File: src/rtl/txerr_pkg.sv
package txerr_pkg;

    typedef enum logic [2:0] {
        ST_ACTIVE       = 3'd0,
        ST_PENDING      = 3'd1,
        ST_OFF_ENTER    = 3'd2,
        ST_OFF_HELD     = 3'd3,
        ST_RECOVER      = 3'd4,
        ST_CLEARED_HELD = 3'd5,
        ST_REJOIN       = 3'd6
    } txerr_state_e;

    function automatic logic is_off_state(input txerr_state_e s);
        return (s == ST_OFF_ENTER) || (s == ST_OFF_HELD) || (s == ST_RECOVER);
    endfunction

    function automatic logic is_waiting_state(input txerr_state_e s);
        return (s == ST_RECOVER) || (s == ST_REJOIN);
    endfunction

endpackage

File: src/rtl/txerr_bus_free_det.sv
module txerr_bus_free_det #(
    parameter int FREE_BITS = 11
) (
    input  logic clk,
    input  logic rst_n,
    input  logic clr,
    input  logic bit_strobe,
    input  logic bit_level,
    output logic free_occ
);
    localparam int RUN_W = $clog2(FREE_BITS + 1);
    localparam logic [RUN_W-1:0] LAST_RUN = RUN_W'(FREE_BITS - 1);

    logic [RUN_W-1:0] run_q;

    // Counts consecutive recessive samples, reports the FREE_BITS-th one.
    always_ff @(posedge clk or negedge rst_n) begin
        if (!rst_n) begin
            run_q    <= '0;
            free_occ <= 1'b0;
        end else begin
            free_occ <= 1'b0;
            if (clr) begin
                run_q <= '0;
            end else if (bit_strobe) begin
                if (!bit_level) begin
                    run_q <= '0;
                end else if (run_q == LAST_RUN) begin
                    run_q    <= '0;
                    free_occ <= 1'b1;
                end else begin
                    run_q <= run_q + 1'b1;
                end
            end
        end
    end

    assert_dominant_restart_R4: assert property (@(posedge clk) disable iff (!rst_n)
        (bit_strobe && !bit_level && !clr) |=> (run_q == '0 && !free_occ));

    assert_run_bounded_R4: assert property (@(posedge clk) disable iff (!rst_n)
        run_q <= LAST_RUN);

    assert_occ_needs_recessive_R4: assert property (@(posedge clk) disable iff (!rst_n)
        free_occ |-> $past(bit_strobe && bit_level && !clr));

endmodule

File: src/rtl/txerr_level_mon.sv
module txerr_level_mon #(
    parameter int CNT_W         = 8,
    parameter int WARN_LIMIT    = 96,
    parameter int PASSIVE_LIMIT = 128
) (
    input  logic             clk,
    input  logic             rst_n,
    input  logic             eval_en,
    input  logic             set_levels,
    input  logic             clr_levels,
    input  logic [CNT_W-1:0] cnt,
    output logic             warn_pulse,
    output logic             passive_pulse,
    output logic             change_pulse
);
    localparam logic [CNT_W-1:0] WARN_V    = CNT_W'(WARN_LIMIT);
    localparam logic [CNT_W-1:0] PASSIVE_V = CNT_W'(PASSIVE_LIMIT);

    logic warn_lvl_q;
    logic passive_lvl_q;
    logic warn_now;
    logic passive_now;

    always_comb begin
        warn_now    = (cnt >= WARN_V);
        passive_now = (cnt >= PASSIVE_V);
    end

    always_ff @(posedge clk or negedge rst_n) begin
        if (!rst_n) begin
            warn_lvl_q    <= 1'b0;
            passive_lvl_q <= 1'b0;
            warn_pulse    <= 1'b0;
            passive_pulse <= 1'b0;
            change_pulse  <= 1'b0;
        end else begin
            warn_pulse    <= 1'b0;
            passive_pulse <= 1'b0;
            change_pulse  <= 1'b0;
            if (set_levels) begin
                warn_lvl_q    <= 1'b1;
                passive_lvl_q <= 1'b1;
            end else if (clr_levels) begin
                warn_lvl_q    <= 1'b0;
                passive_lvl_q <= 1'b0;
            end else if (eval_en) begin
                warn_lvl_q    <= warn_now;
                passive_lvl_q <= passive_now;
                warn_pulse    <= (warn_now != warn_lvl_q);
                passive_pulse <= (passive_now != passive_lvl_q);
                change_pulse  <= (warn_now != warn_lvl_q) || (passive_now != passive_lvl_q);
            end
        end
    end

    assert_level_follows_eval_R10: assert property (@(posedge clk) disable iff (!rst_n)
        (eval_en && !set_levels && !clr_levels) |=> (warn_lvl_q == $past(warn_now)));

    assert_pulse_only_on_eval_R10: assert property (@(posedge clk) disable iff (!rst_n)
        (warn_pulse || passive_pulse) |-> $past(eval_en));

endmodule

File: src/rtl/txerr_busoff_ctrl.sv
module txerr_busoff_ctrl
    import txerr_pkg::*;
#(
    parameter int CNT_W         = 8,
    parameter int FREE_BITS     = 11,
    parameter int BUSOFF_LOAD   = 127,
    parameter int WARN_LIMIT    = 96,
    parameter int PASSIVE_LIMIT = 128
) (
    input  logic             clk,
    input  logic             rst_n,
    input  logic             bit_strobe,
    input  logic             bit_level,
    input  logic             err_busoff_req,
    input  logic             reset_mode,
    input  logic             cpu_wr_en,
    input  logic [CNT_W-1:0] cpu_wr_data,
    output logic [CNT_W-1:0] tx_count,
    output logic             bus_off,
    output logic             bus_join,
    output logic             rx_clear_pulse,
    output logic             force_reset_mode,
    output logic             status_change_pulse,
    output logic             busoff_irq_pulse,
    output logic             warn_irq_pulse,
    output logic             passive_irq_pulse
);
    localparam logic [CNT_W-1:0] LOAD_V = CNT_W'(BUSOFF_LOAD);
    localparam logic [CNT_W-1:0] MAX_V  = {CNT_W{1'b1}};

    txerr_state_e     state_q, state_d;
    logic [CNT_W-1:0] cnt_q, cnt_d;
    logic             eval_due_q, eval_due_d;
    logic             free_occ;
    logic             det_clr;
    logic             wr_ok;
    logic             wr_max;
    logic             enter_off;
    logic             recover_done;
    logic             recover_step;
    logic             eval_en;
    logic             entry_status_q;
    logic             lvl_change;

    assign wr_ok  = cpu_wr_en && reset_mode;
    assign wr_max = (cpu_wr_data == MAX_V);

    // Bus-free detector runs only while an occurrence is awaited.
    assign det_clr = !is_waiting_state(state_q);

    txerr_bus_free_det #(
        .FREE_BITS (FREE_BITS)
    ) i_free_det (
        .clk        (clk),
        .rst_n      (rst_n),
        .clr        (det_clr),
        .bit_strobe (bit_strobe),
        .bit_level  (bit_level),
        .free_occ   (free_occ)
    );

    // Next-state logic.
    always_comb begin
        state_d = state_q;
        unique case (state_q)
            ST_ACTIVE: begin
                if (!reset_mode && err_busoff_req) state_d = ST_OFF_ENTER;
                else if (wr_ok && wr_max)         state_d = ST_PENDING;
            end
            ST_PENDING: begin
                if (!reset_mode)           state_d = ST_OFF_ENTER;
                else if (wr_ok && !wr_max) state_d = ST_ACTIVE;
            end
            ST_OFF_ENTER: begin
                if (reset_mode) state_d = ST_OFF_HELD;
            end
            ST_OFF_HELD: begin
                if (wr_ok && !wr_max) state_d = ST_CLEARED_HELD;
                else if (!reset_mode) state_d = ST_RECOVER;
            end
            ST_RECOVER: begin
                if (reset_mode)                     state_d = ST_OFF_HELD;
                else if (free_occ && cnt_q == '0)   state_d = ST_ACTIVE;
            end
            ST_CLEARED_HELD: begin
                if (!reset_mode)          state_d = ST_REJOIN;
                else if (wr_ok && wr_max) state_d = ST_PENDING;
            end
            ST_REJOIN: begin
                if (reset_mode)    state_d = ST_CLEARED_HELD;
                else if (free_occ) state_d = ST_ACTIVE;
            end
            default: state_d = ST_ACTIVE;
        endcase
    end

    assign enter_off    = (state_d == ST_OFF_ENTER) && (state_q != ST_OFF_ENTER);
    assign recover_done = (state_q == ST_RECOVER) && (state_d == ST_ACTIVE);
    assign recover_step = (state_q == ST_RECOVER) && !reset_mode && free_occ && (cnt_q != '0);
    assign eval_en      = eval_due_q && !reset_mode &&
                          ((state_q == ST_ACTIVE) || (state_q == ST_CLEARED_HELD) ||
                           (state_q == ST_REJOIN));

    // Counter and deferred-evaluation flag.
    always_comb begin
        cnt_d      = cnt_q;
        eval_due_d = eval_due_q;
        if (enter_off) begin
            cnt_d      = LOAD_V;
            eval_due_d = 1'b0;
        end else if (recover_step) begin
            cnt_d = cnt_q - 1'b1;
        end else if (wr_ok) begin
            unique case (state_q)
                ST_ACTIVE, ST_PENDING, ST_CLEARED_HELD: begin
                    cnt_d = cpu_wr_data;
                    if (!wr_max) eval_due_d = 1'b1;
                end
                ST_OFF_HELD: begin
                    if (!wr_max) begin
                        cnt_d      = cpu_wr_data;
                        eval_due_d = 1'b1;
                    end
                end
                default: cnt_d = cnt_q;
            endcase
        end else if (eval_en) begin
            eval_due_d = 1'b0;
        end
    end

    // State register.
    always_ff @(posedge clk or negedge rst_n) begin
        if (!rst_n) begin
            state_q    <= ST_ACTIVE;
            cnt_q      <= '0;
            eval_due_q <= 1'b0;
        end else begin
            state_q    <= state_d;
            cnt_q      <= cnt_d;
            eval_due_q <= eval_due_d;
        end
    end

    // Registered transition pulses.
    always_ff @(posedge clk or negedge rst_n) begin
        if (!rst_n) begin
            force_reset_mode <= 1'b0;
            rx_clear_pulse   <= 1'b0;
            busoff_irq_pulse <= 1'b0;
            entry_status_q   <= 1'b0;
        end else begin
            force_reset_mode <= enter_off;
            rx_clear_pulse   <= enter_off;
            busoff_irq_pulse <= enter_off;
            entry_status_q   <= enter_off || recover_done;
        end
    end

    txerr_level_mon #(
        .CNT_W         (CNT_W),
        .WARN_LIMIT    (WARN_LIMIT),
        .PASSIVE_LIMIT (PASSIVE_LIMIT)
    ) i_level_mon (
        .clk           (clk),
        .rst_n         (rst_n),
        .eval_en       (eval_en),
        .set_levels    (enter_off),
        .clr_levels    (recover_done),
        .cnt           (cnt_q),
        .warn_pulse    (warn_irq_pulse),
        .passive_pulse (passive_irq_pulse),
        .change_pulse  (lvl_change)
    );

    assign tx_count            = cnt_q;
    assign bus_off             = is_off_state(state_q);
    assign bus_join            = (state_q == ST_ACTIVE) && !reset_mode;
    assign status_change_pulse = entry_status_q || lvl_change;

    assert_opmode_write_ignored_R2: assert property (@(posedge clk) disable iff (!rst_n)
        (state_q == ST_ACTIVE && !reset_mode && !err_busoff_req) |=> $stable(tx_count));

    assert_entry_effects_R3: assert property (@(posedge clk) disable iff (!rst_n)
        $rose(bus_off) |-> (tx_count == LOAD_V && force_reset_mode && rx_clear_pulse && busoff_irq_pulse));

    assert_recover_step_R5: assert property (@(posedge clk) disable iff (!rst_n)
        (state_q == ST_RECOVER && !reset_mode && free_occ && cnt_q != '0) |=> (tx_count == $past(cnt_q) - 1'b1));

    assert_frozen_hold_R6: assert property (@(posedge clk) disable iff (!rst_n)
        (state_q == ST_OFF_HELD && !cpu_wr_en) |=> $stable(tx_count));

    assert_pending_no_busoff_R8: assert property (@(posedge clk) disable iff (!rst_n)
        (state_q == ST_PENDING && reset_mode) |=> !bus_off);

    assert_max_write_ignored_R9: assert property (@(posedge clk) disable iff (!rst_n)
        (state_q == ST_OFF_HELD && cpu_wr_en && cpu_wr_data == MAX_V) |=> (bus_off && $stable(tx_count)));

endmodule

File: config.mk
export PLATFORM = sky130hd
export DESIGN_NAME = txerr_busoff_ctrl
export DESIGN_NICKNAME = d
export VERILOG_FILES = /design/src/rtl/txerr_pkg.sv /design/src/rtl/txerr_bus_free_det.sv /design/src/rtl/txerr_level_mon.sv /design/src/rtl/txerr_busoff_ctrl.sv
export SDC_FILE = /design/constraint.sdc
export NUM_CORES = 1
export LEC_CHECK = 0
export ABC_AREA = 1
export ABC_CLOCK_PERIOD_IN_PS = 4850
export BUFFER_PORTS_ARGS = -buffer_cell sky130_fd_sc_hd__buf_2
export CAP_MARGIN = 20
export CORE_ASPECT_RATIO = 0.9
export CORE_MARGIN = 3
export CORE_UTILIZATION = 62
export CTS_BUF_LIST = sky130_fd_sc_hd__clkbuf_8
export DETAILED_ROUTE_END_ITERATION = 10
export PLACE_DENSITY = 0.87
export SLEW_MARGIN = 20
export SYNTH_ARGS = -nofsm -noshare
export SYNTH_HDL_FRONTEND = slang
export SYNTH_SLANG_ARGS = --single-unit
File: constraint.sdc
create_clock -name clk -period 4.85 [get_ports clk]
set_input_delay 0.97 -clock clk [delete_from_list [all_inputs] [get_ports clk]]
set_output_delay 0.97 -clock clk [all_outputs]
set_load 0.02 [all_outputs]
==> metrics <==
Skew-Pair Late Insertion Delay=270 ps; port buffer count=30; number of slew-limit violations in the final report=0; ant diodes=0; Core Region=2490 µm²; smallest setup slack after layout=about 2400 ps; classification of the worst-slack hold path=flip-flop to flip-flop; setup repair after global routing missed its margin=no; complex-gate fraction of the synthesized area=0.141; grt ovf=0; asr flop ratio synth=1.00; DR WL/cell=13.5 µm; gr usage total=0.235; Synth top area share=0.367; final-report hold violation count=0; Yosys Warn Count=0; distinct cell type count after synthesis=35; Crit Path Max Fanout=8; sum of negative setup slack=0 ps; Mapped Avg Cell Area=7.73 µm²; outcome=completed; Placement Setup Slack=2440 ps; chain of cells forming the critical path=nand2_1 > inv_1 > nand2_1 > nand3_1 > buf_2; synthesized-area fraction occupied by xor and xnor cells=0.0160; TritonCTS clock tree=done; most frequent CP cell=nand2_1; Initial DRT Pass Iterations=4; via count=between 1500 and 2000; WS Path Type=flip-flop to output pin; remaining max-slew budget at the tightest pin=0.635; maximum single-stage delay on the critical path=~630 ps; maximum achievable frequency=0.414 GHz; count of flip-flops with a built-in enable after synthesis=0; layout filler cell count=203; mux cell area share after synthesis=0; initial core utilization=0.658; VDD IR-drop max=0.434 mV; Clock Tree Root=clkbuf_8; number of nets in the layout=258; total of max-cap violations=0; top cells by area in the synthesized netlist=dfrtp_1 (37%), nand2_1 (9.4%), inv_1 (6.2%); wire length of the first global-routing pass=5820 µm; largest net degree at the start of global routing=25; Seq cells post-synth=24; via/cell ratio=roughly 5.6; Final Routed Wirelength=3610 µm; post-synth top area cell=dfrtp_1; gate count of the mapped netlist=212; buffers inserted during post-CTS setup optimization=0; hold-fix buffers at CTS=0; final routed DRC violation total=0; HPWL after detailed placement=2770 µm; shortest clock period the worst path allows after layout=about 2400 ps; count of endpoints failing setup in the final report=0; Rows=17; Post-Synth Adder-Cell Area=0.0229; total nets after synthesis=230; clk sink count=24; Slew @ Worst Pin=around 550 ps; post-CTS clock slew at the launch and capture registers of the worst setup and hold paths=~80 ps; Leakage=between 0.9 and 1 nW; number of top-level pins=31; Data arrival, critical path=1450 ps; main combinational cell family by area after synthesis=simple AND/OR/NAND/NOR gates; number of global-route vias before repair=1322; die outline height=54.8 µm; fraction of layout cells with a size suffix above 1=0.264; basic-gate share of the synthesized area counting and, or, nand and nor cells=0.335; kind of end point of the critical path=output pin; crit path max-delay cell type=dfrtp_1; clk_skew=9.40 ps; most used flip-flop cell after synthesis=dfrtp_1; ratio of total power to cell area=567 nW/µm²; antenna violations before repair=0; sequential cell area fraction in the yosys report=0.367; Initial DRC Count=100; deepest clock path buffer count=2; hold slack=about 540 ps; Gates resized, CTS repair=0; synthesized cell area=1640 µm²; Final GP Congestion=0.901; H-tree lvl count=1; horizontal extent of the die=60.2 µm; area grow syn2layout=10.8%; required time reported for the critical path endpoint=3880 ps; number of routed nets with antenna violations=0; Die Area=roughly 3300 µm²; fin crit share=0.498; type of element launching the critical path=flip-flop; Inserted Clock Buffers=3
[critical path: cells and delay by family (launching register included)]
| family | cells | cell delay (ps) |
|---|---|---|
| buf+inv | 2 | 280 |
| simple gates | 3 | 280 |
| flops | 1 | 630 |
[where the power goes]
part           switching [mW]  internal (mW)  leakage, nW
sequential             0.0958          0.268        0.299
clock                  0.0656         0.0725       0.0288
combinational           0.341          0.186        0.632
total                   0.503          0.526        0.960
[cell type report]
| type | count | area, µm² | share of cell area |
|---|---|---|---|
| timing repair buffer | 30 | 150 | 0.0828 |
| inverter | 34 | 130 | 0.0717 |
| multi-input combinational | 147 | 843 | 0.465 |
| clock buffer | 4 | 55.1 | 0.0303 |
| tap | 28 | 35.0 | 0.0193 |
| sequential | 24 | 601 | 0.331 |
[state kept, by name (all words and copies together), names as in the netlist]
register and cells:
tx_count 8, i_level_mon.passive_pulse 1, i_level_mon.passive_lvl_q 1, i_level_mon.warn_lvl_q 1, busoff_irq_pulse 1, entry_status_q 1, state_q 3, eval_due_q 1
i_free_det.run_q 4, i_level_mon.warn_pulse 1, i_free_det.free_occ 1, i_level_mon.change_pulse 1
[path summary, 6_finish.rpt]
path | start | endpoint | slack (ps) | depth (start not counted)
setup / recovery | state_q[1]$_DFF_PN0_ | bus_off | 2430 | 5
hold / removal | i_free_det.run_q[0]$_DFFE_PN0P_ | i_free_det.run_q[0]$_DFFE_PN0P_ | 540 | 1
setup reg to reg | tx_count[0]$_DFFE_PN0P_ | tx_count[3]$_DFFE_PN0P_ | 2870 | 9
hold reg to reg | i_free_det.run_q[0]$_DFFE_PN0P_ | i_free_det.run_q[0]$_DFFE_PN0P_ | 540 | 1
max in group asynchronous | rst_n | i_free_det.run_q[2]$_DFFE_PN0P_ | 3800 | 1
min in group asynchronous | rst_n | tx_count[2]$_DFFE_PN0P_ | 680 | 1
[routing by layer]
layer,global-route usage,vias up,share of wire
met4,0.0406,0,0.0058
met1,0.320,691,0.47
met3,0.0472,4,0.062
li1,-,754,-
met2,0.390,54,0.46
met5,0,-,0
[Yosys cell counts, types with 4 or more instances]
master / count
a21oi_1: 7
a31oi_1: 4
buf_4: 4
dfrtp_1: 24
inv_1: 27
inv_2: 6
nand2_1: 41
nand3_1: 17
nand4_1: 7
nor2_1: 12
nor2_2: 4
nor3_1: 8
o21ai_0: 11
o21ai_1: 5
[placed cells by master (no fill, tap or decap)]
master | netlist | routed
clkbuf_8 | 0 | 4
nand3_2 | 3 | 3
ha_1 | 3 | 3
a31oi_1 | 4 | 4
inv_2 | 6 | 6
o22ai_1 | 1 | 1
o211ai_1 | 2 | 2
buf_2 | 0 | 30
o21ai_1 | 5 | 5
a21oi_1 | 7 | 7
inv_4 | 1 | 1
o31ai_1 | 2 | 2
nor2_4 | 2 | 2
a21oi_2 | 1 | 1
or2_2 | 1 | 1
o21ai_2 | 1 | 1
a22oi_2 | 2 | 2
nand2_4 | 3 | 3
nor2_2 | 4 | 4
or2_1 | 1 | 1
nand2_1 | 41 | 41
nand3_1 | 17 | 17
nor3_1 | 8 | 8
o21ai_0 | 11 | 11
inv_1 | 27 | 27
o211ai_2 | 1 | 1
nand3_4 | 1 | 1
nor2_1 | 12 | 12
xnor2_1 | 1 | 1
nand2_2 | 2 | 2
dfrtp_1 | 24 | 24
and3_1 | 1 | 1
xor2_1 | 2 | 2
nor2_8 | 1 | 1
nand4_1 | 7 | 7
[stage by stage]
| stage | instances | total power, mW | utilization | area [µm²] |
|---|---|---|---|---|
| 2_1_floorplan | 212 | 0.778 | - | 1640 |
| 3_3_place_gp | 263 | 0.877 | 0.707 | 1760 |
| 3_5_place_dp | 263 | 0.893 | 0.707 | 1760 |
| 4_1_cts | 267 | 1.03 | 0.729 | 1810 |
| 5_1_grt | 267 | 1.11 | 0.729 | 1810 |
| 6_report | 267 | 1.03 | 0.729 | 1810 |
[cell families after synthesis]
logic type	count (synthesis)
buf+inv	41
fa+ha+maj	3
compound gates	37
xor+xnor	3
simple gates	104
flops	24
(Power assumes the default switching activity.)
